## src/rtl/trap_arb_pkg.sv

```systemverilog
package trap_arb_pkg;

    localparam int CAUSE_W = 5;

    typedef logic [CAUSE_W-1:0] cause_t;

    localparam cause_t CAUSE_NONE    = cause_t'(0);
    localparam cause_t CAUSE_FETCH   = cause_t'(1);
    localparam cause_t CAUSE_ILLEGAL = cause_t'(2);
    localparam cause_t CAUSE_BREAK   = cause_t'(3);
    localparam cause_t CAUSE_LOAD    = cause_t'(5);
    localparam cause_t CAUSE_STORE   = cause_t'(7);
    localparam cause_t CAUSE_ECALL   = cause_t'(11);

    typedef enum logic [1:0] {
        ST_IDLE     = 2'd0,
        ST_WAIT_WB  = 2'd1,
        ST_IRQ_HOLD = 2'd2,
        ST_FLUSH    = 2'd3
    } arb_state_t;

endpackage

```

## src/rtl/trap_arb_dx_rank.sv

```systemverilog
// Ranks the faults of the instruction in decode/execute.
module trap_arb_dx_rank
    import trap_arb_pkg::*;
#(
    parameter bit WB_STAGE = 1'b1
) (
    input  logic   fetch_err,
    input  logic   illegal,
    input  logic   ecall,
    input  logic   ebreak,
    input  logic   load_err,
    input  logic   store_err,
    output logic   fault,
    output cause_t cause
);
    logic lsu_fault;
    logic [1:0] lsu_flags;

    generate
        if (WB_STAGE) begin : g_lsu_in_wb
            // load/store errors are reported by the writeback stage instead
            logic unused_lsu;
            assign unused_lsu = load_err | store_err;
            assign lsu_flags  = 2'b00;
        end else begin : g_lsu_in_ex
            assign lsu_flags = {load_err, store_err};
        end
    endgenerate

    assign lsu_fault = |lsu_flags;
    assign fault     = fetch_err | illegal | ecall | ebreak | lsu_fault;

    always_comb begin
        if (fetch_err)         cause = CAUSE_FETCH;
        else if (illegal)      cause = CAUSE_ILLEGAL;
        else if (ecall)        cause = CAUSE_ECALL;
        else if (ebreak)       cause = CAUSE_BREAK;
        else if (lsu_flags[1]) cause = CAUSE_LOAD;
        else if (lsu_flags[0]) cause = CAUSE_STORE;
        else                   cause = CAUSE_NONE;
    end

endmodule

```

## src/rtl/trap_arb_wb_rank.sv

```systemverilog
// Ranks the faults reported from writeback and qualifies its busy flag.
module trap_arb_wb_rank
    import trap_arb_pkg::*;
#(
    parameter bit WB_STAGE = 1'b1
) (
    input  logic   load_err,
    input  logic   store_err,
    input  logic   lsu_busy,
    output logic   fault,
    output logic   busy,
    output cause_t cause
);
    generate
        if (WB_STAGE) begin : g_present
            assign fault = load_err | store_err;
            assign busy  = lsu_busy;
            assign cause = load_err  ? CAUSE_LOAD  :
                           store_err ? CAUSE_STORE : CAUSE_NONE;
        end else begin : g_absent
            logic unused_wb;
            assign unused_wb = load_err | store_err | lsu_busy;
            assign fault     = 1'b0;
            assign busy      = 1'b0;
            assign cause     = CAUSE_NONE;
        end
    endgenerate

endmodule

```

## src/rtl/trap_arb_irq_gate.sv

```systemverilog
// Decides whether a pending interrupt may be taken now, or must be held
// with decode stalled behind a load/store that already left decode.
module trap_arb_irq_gate (
    input  logic irq_pending,
    input  logic lsu_in_dx,
    input  logic wb_busy,
    output logic irq_ok,
    output logic irq_hold_stall
);
    assign irq_ok         = irq_pending & ~lsu_in_dx & ~wb_busy;
    assign irq_hold_stall = irq_pending & ~lsu_in_dx &  wb_busy;
endmodule

```

## src/rtl/trap_arbiter.sv

```systemverilog
module trap_arbiter
    import trap_arb_pkg::*;
#(
    parameter bit WB_STAGE = 1'b1
) (
    input  logic                 clk,
    input  logic                 rst_n,
    input  logic                 wb_load_err,
    input  logic                 wb_store_err,
    input  logic                 wb_lsu_busy,
    input  logic                 dx_fetch_err,
    input  logic                 dx_illegal,
    input  logic                 dx_ecall,
    input  logic                 dx_ebreak,
    input  logic                 dx_load_err,
    input  logic                 dx_store_err,
    input  logic                 irq_pending,
    input  logic                 dx_lsu_op,
    output logic                 exc_take,
    output logic [CAUSE_W-1:0]   exc_cause,
    output logic                 irq_take,
    output logic                 dx_stall,
    output logic                 pipe_flush
);
    arb_state_t state_q, state_d;

    logic   wb_fault, wb_busy;
    cause_t wb_cause;
    logic   dx_fault;
    cause_t dx_cause;
    logic   irq_ok, irq_hold_stall;
    logic   dx_ready, dx_waiting;

    trap_arb_wb_rank #(.WB_STAGE(WB_STAGE)) u_wb_rank (
        .load_err  (wb_load_err),
        .store_err (wb_store_err),
        .lsu_busy  (wb_lsu_busy),
        .fault     (wb_fault),
        .busy      (wb_busy),
        .cause     (wb_cause)
    );

    trap_arb_dx_rank #(.WB_STAGE(WB_STAGE)) u_dx_rank (
        .fetch_err (dx_fetch_err),
        .illegal   (dx_illegal),
        .ecall     (dx_ecall),
        .ebreak    (dx_ebreak),
        .load_err  (dx_load_err),
        .store_err (dx_store_err),
        .fault     (dx_fault),
        .cause     (dx_cause)
    );

    trap_arb_irq_gate u_irq_gate (
        .irq_pending    (irq_pending),
        .lsu_in_dx      (dx_lsu_op),
        .wb_busy        (wb_busy),
        .irq_ok         (irq_ok),
        .irq_hold_stall (irq_hold_stall)
    );

    // A decode fault resolves only once writeback has drained.
    assign dx_ready   = dx_fault & ~wb_busy;
    assign dx_waiting = dx_fault &  wb_busy;

    // State register
    always_ff @(posedge clk or negedge rst_n) begin
        if (!rst_n) state_q <= ST_IDLE;
        else        state_q <= state_d;
    end

    // Outputs and next state
    always_comb begin
        exc_take   = 1'b0;
        exc_cause  = CAUSE_NONE;
        irq_take   = 1'b0;
        dx_stall   = 1'b0;
        pipe_flush = 1'b0;
        state_d    = ST_IDLE;
        unique case (state_q)
            ST_FLUSH: begin
                state_d = ST_IDLE;
            end
            ST_IDLE, ST_WAIT_WB, ST_IRQ_HOLD: begin
                if (wb_fault) begin
                    exc_take   = 1'b1;
                    exc_cause  = wb_cause;
                    pipe_flush = 1'b1;
                    state_d    = ST_FLUSH;
                end else if (dx_ready) begin
                    exc_take   = 1'b1;
                    exc_cause  = dx_cause;
                    pipe_flush = 1'b1;
                    state_d    = ST_FLUSH;
                end else if (irq_ok) begin
                    irq_take   = 1'b1;
                    pipe_flush = 1'b1;
                    state_d    = ST_FLUSH;
                end else if (dx_waiting) begin
                    dx_stall   = 1'b1;
                    state_d    = ST_WAIT_WB;
                end else if (irq_pending) begin
                    dx_stall   = irq_hold_stall;
                    state_d    = ST_IRQ_HOLD;
                end else begin
                    state_d    = ST_IDLE;
                end
            end
            default: state_d = ST_IDLE;
        endcase
    end

    // flush lasts one cycle and the cycle after it is blank
    a_r9_flush_single: assert property (@(posedge clk) disable iff (!rst_n)
        pipe_flush |=> !pipe_flush);
    a_r9_blank_after: assert property (@(posedge clk) disable iff (!rst_n)
        pipe_flush |=> (!exc_take && !irq_take && !dx_stall));
    // exception and interrupt never taken together
    a_r8_exc_over_irq: assert property (@(posedge clk) disable iff (!rst_n)
        exc_take |-> !irq_take);
    // no interrupt while a load/store is in decode
    a_r6_no_irq_lsu: assert property (@(posedge clk) disable iff (!rst_n)
        dx_lsu_op |-> !irq_take);
    // no stall while the load/store is still in decode with no fault
    a_r6_lsu_moves: assert property (@(posedge clk) disable iff (!rst_n)
        (dx_lsu_op && !dx_fetch_err && !dx_illegal && !dx_ecall && !dx_ebreak) |-> !dx_stall);

    generate
        if (WB_STAGE) begin : g_chk_wb
            // nothing resolves while writeback is busy without a writeback fault
            a_r3_wait_wb: assert property (@(posedge clk) disable iff (!rst_n)
                (wb_lsu_busy && !wb_load_err && !wb_store_err) |-> (!exc_take && !irq_take));
            // writeback load error wins whenever the machine is not blanking
            a_r4_wb_first: assert property (@(posedge clk) disable iff (!rst_n)
                (state_q != ST_FLUSH && wb_load_err) |-> (exc_take && exc_cause == CAUSE_LOAD));
        end else begin : g_chk_nowb
            // interrupt alone, outside a flush and a load/store, is taken
            a_r7_irq_now: assert property (@(posedge clk) disable iff (!rst_n)
                (state_q != ST_FLUSH && irq_pending && !dx_lsu_op && !dx_fetch_err &&
                 !dx_illegal && !dx_ecall && !dx_ebreak && !dx_load_err && !dx_store_err)
                |-> irq_take);
        end
    endgenerate

endmodule

```

## config.mk

```make
export PLATFORM = sky130hd
export DESIGN_NAME = trap_arbiter
export DESIGN_NICKNAME = d
export VERILOG_FILES = /design/src/rtl/trap_arb_pkg.sv /design/src/rtl/trap_arb_dx_rank.sv /design/src/rtl/trap_arb_wb_rank.sv /design/src/rtl/trap_arb_irq_gate.sv /design/src/rtl/trap_arbiter.sv
export SDC_FILE = /design/constraint.sdc
export NUM_CORES = 1
export LEC_CHECK = 0
export BUFFER_PORTS_ARGS = -buffer_cell sky130_fd_sc_hd__buf_4
export CAP_MARGIN = 40
export CORE_AREA = 8 8 45 47
export DETAILED_ROUTE_END_ITERATION = 8
export DIE_AREA = 0 0 53 55
export REMOVE_ABC_BUFFERS = 1
export SETUP_SLACK_MARGIN = 0.5
export SLEW_MARGIN = 25
export SYNTH_ARGS = -nofsm -noshare
export SYNTH_HDL_FRONTEND = slang
export SYNTH_SLANG_ARGS = --single-unit
```

## constraint.sdc

```tcl
create_clock -name clk -period 1.7 [get_ports clk]
set_input_delay 0 -clock clk [delete_from_list [all_inputs] [get_ports clk]]
set_output_delay 0 -clock clk [all_outputs]
set_load 0.01 [all_outputs]
```

### After elaboration in Yosys (flattened, before gate mapping)

Cells that the tools add are included.

| cells by class | value |
|---|---|
| equality and inequality tests | 3 |
| muxes and demuxes | 31 |
| bitwise logic cells | 11 |
| reduce and logical (&&, ||, !) cells | 2 |

Operators with widths:

| cell | number |
|---|---|
| 2-to-1 mux 5 bit | 7 |
| 2-to-1 mux 1 bit | 16 |
| 2-to-1 mux 2 bit | 6 |
| AND 1 bit | 5 |
| equality test 2 bit (second input constant) | 2 |
| OR 1 bit | 4 |
| one-hot mux 2 bit (2 select lines) | 1 |
| 2-to-1 mux 3 bit | 1 |
| OR reduction 3 bit | 1 |
| equality test 2 x 1 -> 1 bit (second input constant) | 1 |
| zero test 2 bit | 1 |
| inverter 1 bit | 2 |

| storage, ports and cells | value |
|---|---|
| bits in registers | 2 |
| bits of input ports | 13 |
| output and inout port bits | 9 |

### Depth between registers and ports, before layout

Gate-level depths: netlist (run 1).

| logic depth | value |
|---|---|
| depth in word-level cells | 9 |
| depth in mapped cells | 4 |
| depth with buffers taken out | 3 |

### By module

A second synthesis (run 1) with hierarchy kept.

| second synthesis, totals | value |
|---|---|
| cell total of the unflattened synthesis | 49 |
| area total of the unflattened synthesis | 427.9 µm² |

Modules (own cells, without submodules):

| module | times used | cells each | area each (µm²) | sequential area each (µm²) |
|---|---|---|---|---|
| trap_arbiter | 1 | 29 | 297.8 | 50.0 |
| trap_arb_wb_rank | 1 | 8 | 56.3 | 0.0 |
| trap_arb_dx_rank | 1 | 10 | 52.6 | 0.0 |
| trap_arb_irq_gate | 1 | 2 | 21.3 | 0.0 |

### Worst setup path after synthesis (run 1)

Ideal clock, no wire load.

| path | value |
|---|---|
| kind | register to output |
| from | reg state_q[0] |
| to | out irq_take |
| data arrival time | 1.048 ns |
| slack | 0.652 ns |
| stages on the path, launching flop included | 5 |
| path buffers | 1 |
| cells stage by stage | dfrtp_1 -> and2_1 -> buf_2 -> nor3_2 -> nor4b_2 |

| on the way | value |
|---|---|
| longest elaborated chain between the ends | 3 |
| elaborated cells on any way between the ends | 5 |
| those cells by class | eq/ne: 2; mux: 1; reduce/logical: 2 |

Ends and longest elaborated chain:

| item | line | RTL |
|---|---|---|
| start, declared | trap_arbiter.sv:25 | `arb_state_t state_q, state_d;` |
| start signal, assigned | trap_arbiter.sv:69 | `else state_q <= state_d;` |
| equality test 2 x 1 -> 1 bit, or another cell as far along | trap_arbiter.sv:80 | `unique case (state_q)` |
| OR reduction 3 bit * | trap_arbiter.sv:80 |  |
| 2-to-1 mux 1 bit * | trap_arbiter.sv:80 |  |
| end, declared | trap_arbiter.sv:21 | `output logic irq_take,` |

Mark *: on every way between the ends. The rest lies on a longest branch, timed or not.

### Final worst setup path (run 1)

Ends and elaborated chain as after synthesis.

==> summary.md, run 1 <==
| Metric | Value |
|---|---|
| CTS tree | `yes` |
| DR WL met3 | `66 µm` |
| Final slew viol count | `0` |
| Gpl congestion | `0.746` |
| Max Clock Freq | `805 MHz` |
| Die area | `0.00292 mm²` |
| Drt drc | `0` |
| CTS Buf Count | `3` |
| Fin crit period | `1.24 ns` |
| Total Wirelength | `793 µm` |
| M1 WL | `330 µm` |
| Setup WS post-layout | `0.458 ns` |
| CP max FO | `3` |
| Hold Path Cell Cnt | `3` |
| Clk slew on worst S/H paths | `0.03 ns` |
| Via Count | `297` |
| Final period util | `0.731` |
| Routed WL per cell | `11.7 µm` |
| Highest metal used | `met3` |
| Die width | `53 µm` |
| Power per cell area | `535 mW/mm²` |
| Leading area contributor after synthesis | `dfrtp_1` |
| Row count | `14` |
| Required time of the critical path | `1.70 ns` |
| Synth warn | `0` |
| Commonest non-fill, non-tap cell in the layout | `buf_4` |
| Gate Count Post-Synth | `31` |
| Setup violators final | `0` |
| FFs w/ async S/R, synth | `1.00` |
| Die Ht | `55 µm` |
| Commonest cells after routing, fill and taps aside | `buf_4 (19), nor2_1 (5), clkbuf_4 (3)` |
| Tot GR Track Use | `0.0541` |
| Unrepaired setup endpoints after global routing | `yes` |
| H-tree Lvls | `1` |
| Post-DP HPWL | `647 µm` |
| Prevailing post-synth register cell | `dfrtp_1` |
| R2R Setup Slk | `0.81 ns` |
| Maximum capacitance violations | `0` |
| Max Clock Skew | `0.000532 ns` |
| Area share of the largest cell type after synthesis | `0.213` |
| Avg Cell Area, Syn | `7.59 µm²` |
| Seq cells post-synth | `2` |
| Worst hold start | `irq_pending` |
| Core Box Area | `0.00138 mm²` |
| Maximum vdd ir drop | `155 µV` |
| Cells taking the most area after synthesis | `dfrtp_1 (21%), nor2_1 (9.6%), nor4b_2 (6.4%)` |
| Antenna violations before repair | `0` |
| Starting utilization of the core area | `0.170` |
| Status | `completed` |
| Top-Level Pins | `22` |
| Final Hold Fails | `0` |
| Crit. End Element | `output pin` |
| Fin util | `0.325` |
| Congestion Overflow GR | `0` |
| Netlist Area Pre-Place | `235 µm²` |
| First drt pass iteration count | `2` |
| R2R cell count | `3` |
| Yosys cell types | `21` |
| Share of cells above drive strength 1 | `0.577` |
| Antenna cells | `0` |
| Biggest regs | `state_q x2` |
| Hold WC Path Type | `primary input to register` |
| Sink Count | `2` |
| EDFF count, synth | `0` |
| Longest Clk Path Bufs | `2` |
| Worst flop-to-flop path endpoint | `state_q[0]` |
| Worst Hold End | `state_q[1]` |
| Post-route ant nets | `0` |
| Area delta synth->final | `91.0%` |
| Reg with most FFs | `state_q` |
| Reg2reg start | `state_q[0]` |
| Setup TNS | `0 ns` |
| Largest net degree at the start of global routing | `8` |
| Net count, final | `67` |
| Post-Place Worst Slack | `0.543 ns` |
| I/O Buffers | `18` |
| Crit path kind | `register to output pin` |
| DR iter-0 viols | `4` |
| Clk_lat worst skew | `0.21 ns` |
| Leak | `0.205 nW` |
| Data arrival, critical path | `1.24 ns` |
| Crit start category | `register` |
| Met2 routed WL | `396 µm` |
| Hold Slack | `0.0541 ns` |
| Vias in the first global route | `302` |
| Max reg flops | `2` |
| Register area share after synthesis | `0.213` |
| First-pass GRT wire length | `1220 µm` |
| CTS Root Cell | `clkbuf_4` |
| Vias per cell | `4.37` |
## worst max path at each step
stage | from | to | slack, ns | cells after the start
floorplan | state_q[0] | irq_take | 0.71 | 3
global placement | state_q[0] | irq_take | 0.55 | 4
detailed placement | state_q[0] | irq_take | 0.54 | 4
CTS | state_q[1] | irq_take | 0.37 | 4
global route | state_q[0] | irq_take | 0.40 | 4
finish | state_q[0] | irq_take | 0.46 | 4
## synth_stat cells (2+ instances only)
master    instances
a21oi_1           2
a31oi_1           2
dfrtp_1           2
nand2_1           2
nand2b_1          2
nor2_1            6
## worst max-delay path: stages (launching register included)
cell and delay [ns]:
dfrtp_1 0.35, and2_4 0.16, nor3_4 0.15, nor4b_4 0.21
buf_4 0.15
## final cells by class
cell class | instances | area, µm²
Clock buffer | 3 | 22.5
Fill cell | 149 | 935
Multi-Input combinational cell | 27 | 204
Sequential cell | 2 | 50.0
Tap cell | 16 | 20.0
Timing Repair Buffer | 20 | 153
## metal layers
layer  track usage  vias to the layer above
met5             0                        -
met4        0.0129                        0
met3        0.0321                        0
met2        0.0879                        9
met1        0.0592                      136
li1              -                      152
## what timing repair did
| action | 4_1_cts | 5_1_grt |
|---|---|---|
| pin swaps | 3 | 4 |
| hold endpoints to repair | 2 | 0 |
| gates resized for setup | 5 | 2 |
| buffers inserted | 1 | 0 |
| hold buffers | 1 | 0 |
| setup endpoints to repair | 4 | 6 |
## power by group
group          switching (mW)  internal [mW]  leakage (nW)
Sequential            0.00163         0.0530        0.0270
Clock                  0.0201         0.0773        0.0138
Combinational          0.0411         0.0470         0.165
Total                  0.0628          0.177         0.205
## through the flow
step	area, µm²	cells	total power [mW]
finish	449	68	0.240
CTS	434	68	0.243
floorplan	223	29	0.0848
global placement	378	63	0.130
global route	449	68	0.267
detailed placement	378	63	0.131
## kinds of logic after synthesis
family	Yosys count	synth area share
AND/OR/NAND/NOR	19	0.532
AO/OA/AOI/OAI	7	0.186
buffers and inverters	2	0.0532
flip-flops	2	0.213
other	1	0.0159
Power figures use the tool's default switching activity.
==> run 2: changes to the inputs <==
Clock period 1.7 ns to 1.15 ns, I/O delays scaled along.
==> run 2 against run 1 <==
The flow now finishes with violations (negative setup slack). Critical path depth stayed put. Non-clock buffer count stayed put. Sequential cell count stayed put. Count of clock-buffer cells in the layout stayed put. Via count is 2.0% higher. Hold slack better by 0.0063 ns. Final area is 9.2% higher. Critical path type unchanged. Critical endpoint unchanged. Highest routed layer is now met4.
==> summary.md, run 2 (synthesis results as in run 1) <==
| Metric | Value |
|---|---|
| Status | `complete, but fails checks` |
| Failing checks | `negative setup slack` |
| Commonest non-fill, non-tap cell in the layout | `buf_4` |
| Die area | `0.00292 mm² (unchanged)` |
| Commonest cells after routing, fill and taps aside | `buf_4 (14), buf_6 (5), nor2_1 (3), clkbuf_4 (3)` |
| Share of cells above drive strength 1 | `0.635 (+0.0577)` |
| Design Area, Final | `490 µm² (+9.2%)` |
| Antenna cells | `0 (unchanged)` |
| First-pass GRT wire length | `1340 µm (+9.6%)` |
| Overall power | `0.391 mW (+63%)` |
| Clk_lat worst skew | `0.23 ns (+0.02 ns)` |
| Final slew viol count | `0 (unchanged)` |
| CTS tree | `yes` |
| Crit start category | `register` |
| Crit. End Element | `output pin` |
| Post-route ant nets | `0 (unchanged)` |
| Die width | `53 µm (unchanged)` |
| Core Box Area | `0.00138 mm² (unchanged)` |
| Drt drc | `0 (unchanged)` |
| DR iter-0 viols | `6 (+2)` |
| Clk slew on worst S/H paths | `0.03 ns (about the same)` |
| Biggest regs | `state_q x2` |
| Largest net degree at the start of global routing | `8 (unchanged)` |
| Routed WL per cell | `13.4 µm (+15%)` |
| Starting utilization of the core area | `0.170 (unchanged)` |
| Post-DP HPWL | `646 µm (-0.28%)` |
| Total Wirelength | `914 µm (+15%)` |
| H-tree Lvls | `1 (unchanged)` |
| Congestion Overflow GR | `0 (unchanged)` |
| Vias per cell | `4.46 (+2.0%)` |
| Unrepaired setup endpoints after global routing | `yes` |
| Max reg flops | `2 (unchanged)` |
| Antenna violations before repair | `0 (unchanged)` |
| Final Hold Fails | `0 (unchanged)` |
| Setup violators final | `5 (+5)` |
| Max Clock Freq | `799 MHz` |
| Gpl congestion | `0.766 (+2.8%)` |
| Via Count | `303 (+2.0%)` |
| Placed cell area | `385 µm² (+2.0%)` |
| Power per cell area | `797 mW/mm² (+49%)` |
| Sink Count | `2 (unchanged)` |
| Area delta synth->final | `109%` |
| Longest Clk Path Bufs | `2 (unchanged)` |
| Setup WS post-layout | `-0.101 ns (-0.558 ns)` |
| First drt pass iteration count | `4 (+2)` |
| CTS Root Cell | `clkbuf_4` |
| Post-Place Worst Slack | `0.0921 ns (-0.450 ns)` |
| Maximum vdd ir drop | `250 µV (+61%)` |
| Post-CTS setup buffer count | `0 (-1)` |
| Fin crit period | `1.25 ns` |
| Row count | `14 (unchanged)` |
| Data arrival, critical path | `1.25 ns (about the same)` |
| Hold WC Path Type | `primary input to register` |
| Fin util | `0.354 (+0.0298)` |
| Hold Path Cell Cnt | `3 (unchanged)` |
| Top-Level Pins | `22 (unchanged)` |
| Leak | `0.218 nW (+6.0%)` |
| Vias in the first global route | `336 (+11%)` |
| Tot GR Track Use | `0.0639 (+0.00983)` |
| Crit path kind | `register to output pin` |
| Reg with most FFs | `state_q` |
| Setup TNS | `-0.306 ns (-0.306 ns)` |
| Max Clock Skew | `0.00581 ns (+0.00527 ns)` |
| Net count, final | `67 (unchanged)` |
| Maximum capacitance violations | `0 (unchanged)` |
| R2R cell count | `3 (unchanged)` |
| I/O Buffers | `18 (unchanged)` |
| CP max FO | `3 (unchanged)` |
| Required time of the critical path | `1.15 ns (-0.55 ns)` |
| Die Ht | `55 µm (unchanged)` |
| CTS Buf Count | `3 (unchanged)` |
| Final period util | `1.09` |
## run 2: layer usage
metal	vias up	share of wire	global-route usage
met5	-	0	0
met3	2	0.095	0.0321
met4	0	0.019	0.0647
met2	11	0.52	0.0996
met1	137	0.36	0.0592
li1	153	-	-
## run 2: power by group
part / switching (mW) / internal (mW) / leakage, nW
logic: 0.0692 / 0.0815 / 0.177
registers: 0.00186 / 0.0782 / 0.0270
clock network: 0.0445 / 0.115 / 0.0138
## run 2: final cells by class
class,count,area [µm²]
clock buffers,3,22.5
fillers,158,893
flip-flops and latches,2,50.0
repair buffers,20,171
multi-input cells,27,226
well taps,16,20.0
## run 2: repair_timing
action / CTS / global route
gates resized for setup: 12 / 4
setup endpoints to repair: 10 / 10
hold buffers: 1 / 0
hold endpoints to repair: 2 / 0
pin swaps: 3 / 2
## run 2: worst max-delay path, cell delays in order (launching register included)
cell	delay, ns
dfrtp_1	0.35
and2_4	0.17
nor3_4	0.14
nor4b_4	0.21
buf_4	0.15
## run 2: per-stage QoR
stage | instances | hold WS, ns
floorplan | 29 | -0.296
global placement | 64 | -0.217
detailed placement | 64 | -0.215
CTS | 68 | 0.0362
global route | 68 | 0.0703
finish | 68 | 0.0604
## run 2: path summary, 6_finish.rpt
kind	endpoint	slack [ns]	startpoint
setup / recovery	irq_take	-0.10	state_q[0]
hold / removal	state_q[1]	0.06	irq_pending
setup reg to reg	state_q[0]	0.29	state_q[0]
hold reg to reg	state_q[1]	0.70	state_q[1]
max in group asynchronous	state_q[1]	0.97	rst_n
min in group asynchronous	state_q[0]	0.09	rst_n
==> run 3: changes to the inputs <==
Settings changed: ABC_AREA set to 1.
==> run 3 against run 2 <==
The run now ends clean. Maximum frequency is 14% higher. Via count is 9.6% higher. Largest power group is now combinational cells. Final cell count is 21% higher. Non-clock buffer count is 1 higher. Critical path type unchanged. Sequential cell count stayed put. Power is 16% higher. Global-route usage is 0.44 points lower. Clock power is 6% lower. Wire length is 7.4% lower. Critical path depth stayed put. Final area is 5.4% higher. Clock skew is 0.0039 ns lower.
==> summary.md, run 3 <==
| Metric | Value |
|---|---|
| Register area share after synthesis | `0.197 (-0.0157)` |
| Setup violators final | `0 (-5)` |
| Leak | `0.266 nW (+22%)` |
| Clock power share | `0.331 (-0.078)` |
| Synth warn | `0 (unchanged)` |
| Area delta synth->final | `103%` |
| Fin crit period | `1.09 ns (-0.158 ns)` |
| Leading area contributor after synthesis | `dfrtp_1` |
| Biggest regs | `state_q x2` |
| Longest Clk Path Bufs | `2 (unchanged)` |
| Max reg flops | `2 (unchanged)` |
| Seq cells post-synth | `2 (unchanged)` |
| Power per cell area | `879 mW/mm² (+10%)` |
| Congestion Overflow GR | `0 (unchanged)` |
| Post-route ant nets | `0 (unchanged)` |
| Core Box Area | `0.00138 mm² (unchanged)` |
| Tot GR Track Use | `0.0595 (-0.00440)` |
| Final cell count without fillers | `82 (+21%)` |
| CTS tree | `yes` |
| Cells taking the most area after synthesis | `dfrtp_1 (20%), inv_1 (13%), nand2_1 (12%)` |
| Sequential Power Share | `0.181 (-0.024)` |
| Critical path's top delay family | `flip-flops` |
| H-tree Lvls | `1 (unchanged)` |
| Fin util | `0.373 (+0.0190)` |
| Avg Cell Area, Syn | `5.91 µm² (-22%)` |
| Overall power | `0.454 mW (+16%)` |
| Largest net degree at the start of global routing | `9 (+1)` |
| Max Clock Skew | `0.00190 ns (-0.00391 ns)` |
| Number of stages on the worst setup path | `4 (unchanged)` |
| Final period util | `0.950 (-0.138)` |
| First-pass GRT wire length | `1270 µm (-5.2%)` |
| Most frequent cells after synthesis | `inv_1 (9), nand2_1 (8), nor2_1 (6)` |
| Largest family of logic cells by synthesized area | `simple AND/OR/NAND/NOR gates` |
| Prevailing post-synth register cell | `dfrtp_1` |
| Post-Synth Simple-Gate Area | `0.522 (-0.00975)` |
| CP max FO | `7 (+4)` |
| Clk_lat worst skew | `0.22 ns (about the same)` |
| Crit path kind | `register to output pin` |
| Maximum capacitance violations | `0 (unchanged)` |
| Sink Count | `2 (unchanged)` |
| Net count, final | `81 (+21%)` |
| Top-Level Pins | `22 (unchanged)` |
| CTS Buf Count | `3 (unchanged)` |
| Area of the multi-input gates | `215 µm² (-5.0%)` |
| FFs w/ async S/R, synth | `1.00 (unchanged)` |
| Required time of the critical path | `1.15 ns (about the same)` |
| Post-Synth XOR/XNOR Area | `0 (unchanged)` |
| Crit. End Element | `output pin` |
| Post-placement cell count | `76 (+19%)` |
| Share of cells above drive strength 1 | `0.576 (-0.0589)` |
| Post-DP HPWL | `696 µm (+7.7%)` |
| Hold Slack | `0.101 ns (+0.0408 ns)` |
| Row count | `14 (unchanged)` |
| Starting utilization of the core area | `0.184 (+0.0136)` |
| Cell with the most instances after synthesis | `inv_1` |
| Commonest cells after routing, fill and taps aside | `buf_4 (16), inv_1 (8), nand2_1 (7)` |
| Unrepaired setup endpoints after global routing | `yes` |
| Sw Ratio | `0.335 (+0.0387)` |
| Hold WC Path Type | `primary input to async pin` |
| Post-synthesis adder-cell area fraction | `0 (unchanged)` |
| Clk slew on worst S/H paths | `0.03 ns (about the same)` |
| Antenna violations before repair | `0 (unchanged)` |
| Commonest non-fill, non-tap cell in the layout | `buf_4` |
| Data arrival, critical path | `1.09 ns (-0.16 ns)` |
| Die area | `0.00292 mm² (unchanged)` |
| Max stage delay on crit path | `0.38 ns (+0.03 ns)` |
| Drt drc | `0 (unchanged)` |
| Reg with most FFs | `state_q` |
| Maximum vdd ir drop | `359 µV (+44%)` |
| I/O Buffers | `18 (unchanged)` |
| Internal Power | `0.302 mW (+9.8%)` |
| Gate Count Post-Synth | `43 (+39%)` |
| Vias per cell | `4.05 (-9.1%)` |
| Status | `completed` |
| Mux contribution to synthesized area | `0 (unchanged)` |
| Area share of the largest cell type after synthesis | `0.197 (-0.0157)` |
| Final slew viol count | `0 (unchanged)` |
| Max Clock Freq | `915 MHz (+14%)` |
| Die width | `53 µm (unchanged)` |
| Worst path bufs/invs | `2 (+1)` |
| Gpl congestion | `0.746 (-2.7%)` |
| EDFF count, synth | `0 (unchanged)` |
| R2R cell count | `4 (+1)` |
| Routed WL per cell | `10.3 µm (-23%)` |
| Total Wirelength | `846 µm (-7.4%)` |
| Antenna cells | `0 (unchanged)` |
| Final Hold Fails | `0 (unchanged)` |
| Yosys cell types | `18 (-14%)` |
| FILL cells | `160 (+1.3%)` |
| Compound-cell area share of the yosys netlist | `0.103 (-0.0827)` |
| DR iter-0 viols | `3 (-3)` |
| Comb pwr share | `0.488 (+0.102)` |
| Crit start category | `register` |
| Die Ht | `55 µm (unchanged)` |
| CP Cell Sequence | `nand2_4, inv_1, o22ai_1, buf_4` |
| First drt pass iteration count | `2 (-2)` |
| NetSw | `0.152 mW (+31%)` |
| Netlist Area Pre-Place | `254 µm² (+8.0%)` |
| CP max stage cell | `dfrtp_1` |
| Vias in the first global route | `331 (-1.5%)` |
| CTS Root Cell | `clkbuf_4` |
| Via Count | `332 (+9.6%)` |
| Register area | `50.0 µm² (unchanged)` |
==> run 3: final timing paths <==
check / from / end / slack, ns
setup / recovery: state_q[0] / exc_cause[0] / 0.06
hold / removal: rst_n / state_q[1] / 0.10
setup reg to reg: state_q[0] / state_q[0] / 0.23
hold reg to reg: state_q[1] / state_q[0] / 0.71
max in group asynchronous: rst_n / state_q[0] / 0.96
min in group clk: irq_pending / state_q[1] / 0.12
==> run 3: per-stage QoR <==
stage | area, µm² | worst slack (ns) | TNS, ns
global route | 517 | -0.0295 | -0.0295
detailed placement | 402 | 0.177 | 0
CTS | 462 | 0.0562 | 0
floorplan | 246 | 0.241 | 0
finish | 517 | 0.0574 | 0
global placement | 402 | 0.186 | 0
==> run 3: layer usage <==
layer / global-route usage / wire (µm)
met3: 0.0508 / 117
met5: 0 / 0
met2: 0.0840 / 418
met1: 0.0621 / 301
met4: 0.0259 / 8
==> run 3: power by group through the flow <==
stage	registers [mW]	clock network (mW)	logic (mW)
floorplan	0.0825	0	0.0849
global placement	0.0826	0	0.167
detailed placement	0.0832	0	0.168
CTS	0.0828	0.159	0.188
global route	0.0829	0.165	0.243
finish	0.0823	0.150	0.221
==> run 3: area by class of cell <==
cell class / instances / share of cell area
tap: 16 / 0.0387
clock buffer: 3 / 0.0436
sequential: 2 / 0.0969
inverter: 9 / 0.0654
multi-input combinational: 31 / 0.416
timing repair buffer: 21 / 0.339
==> run 3: timing repair <==
item | in CTS | in global routing
setup buffers | 1 | 1
hold buffers | 1 | 0
gates resized for setup | 4 | 12
hold endpoints to repair | 2 | 0
setup endpoints to repair | 10 | 10
pin swaps | 6 | 1
==> run 3: cells by family (layout without fill, tap and decap cells) <==
logic type      count (synthesis)  in the layout
compound gates                  5              5
buf+inv                        10             33
flops                           2              2
other cells                     1              1
simple gates                   25             25
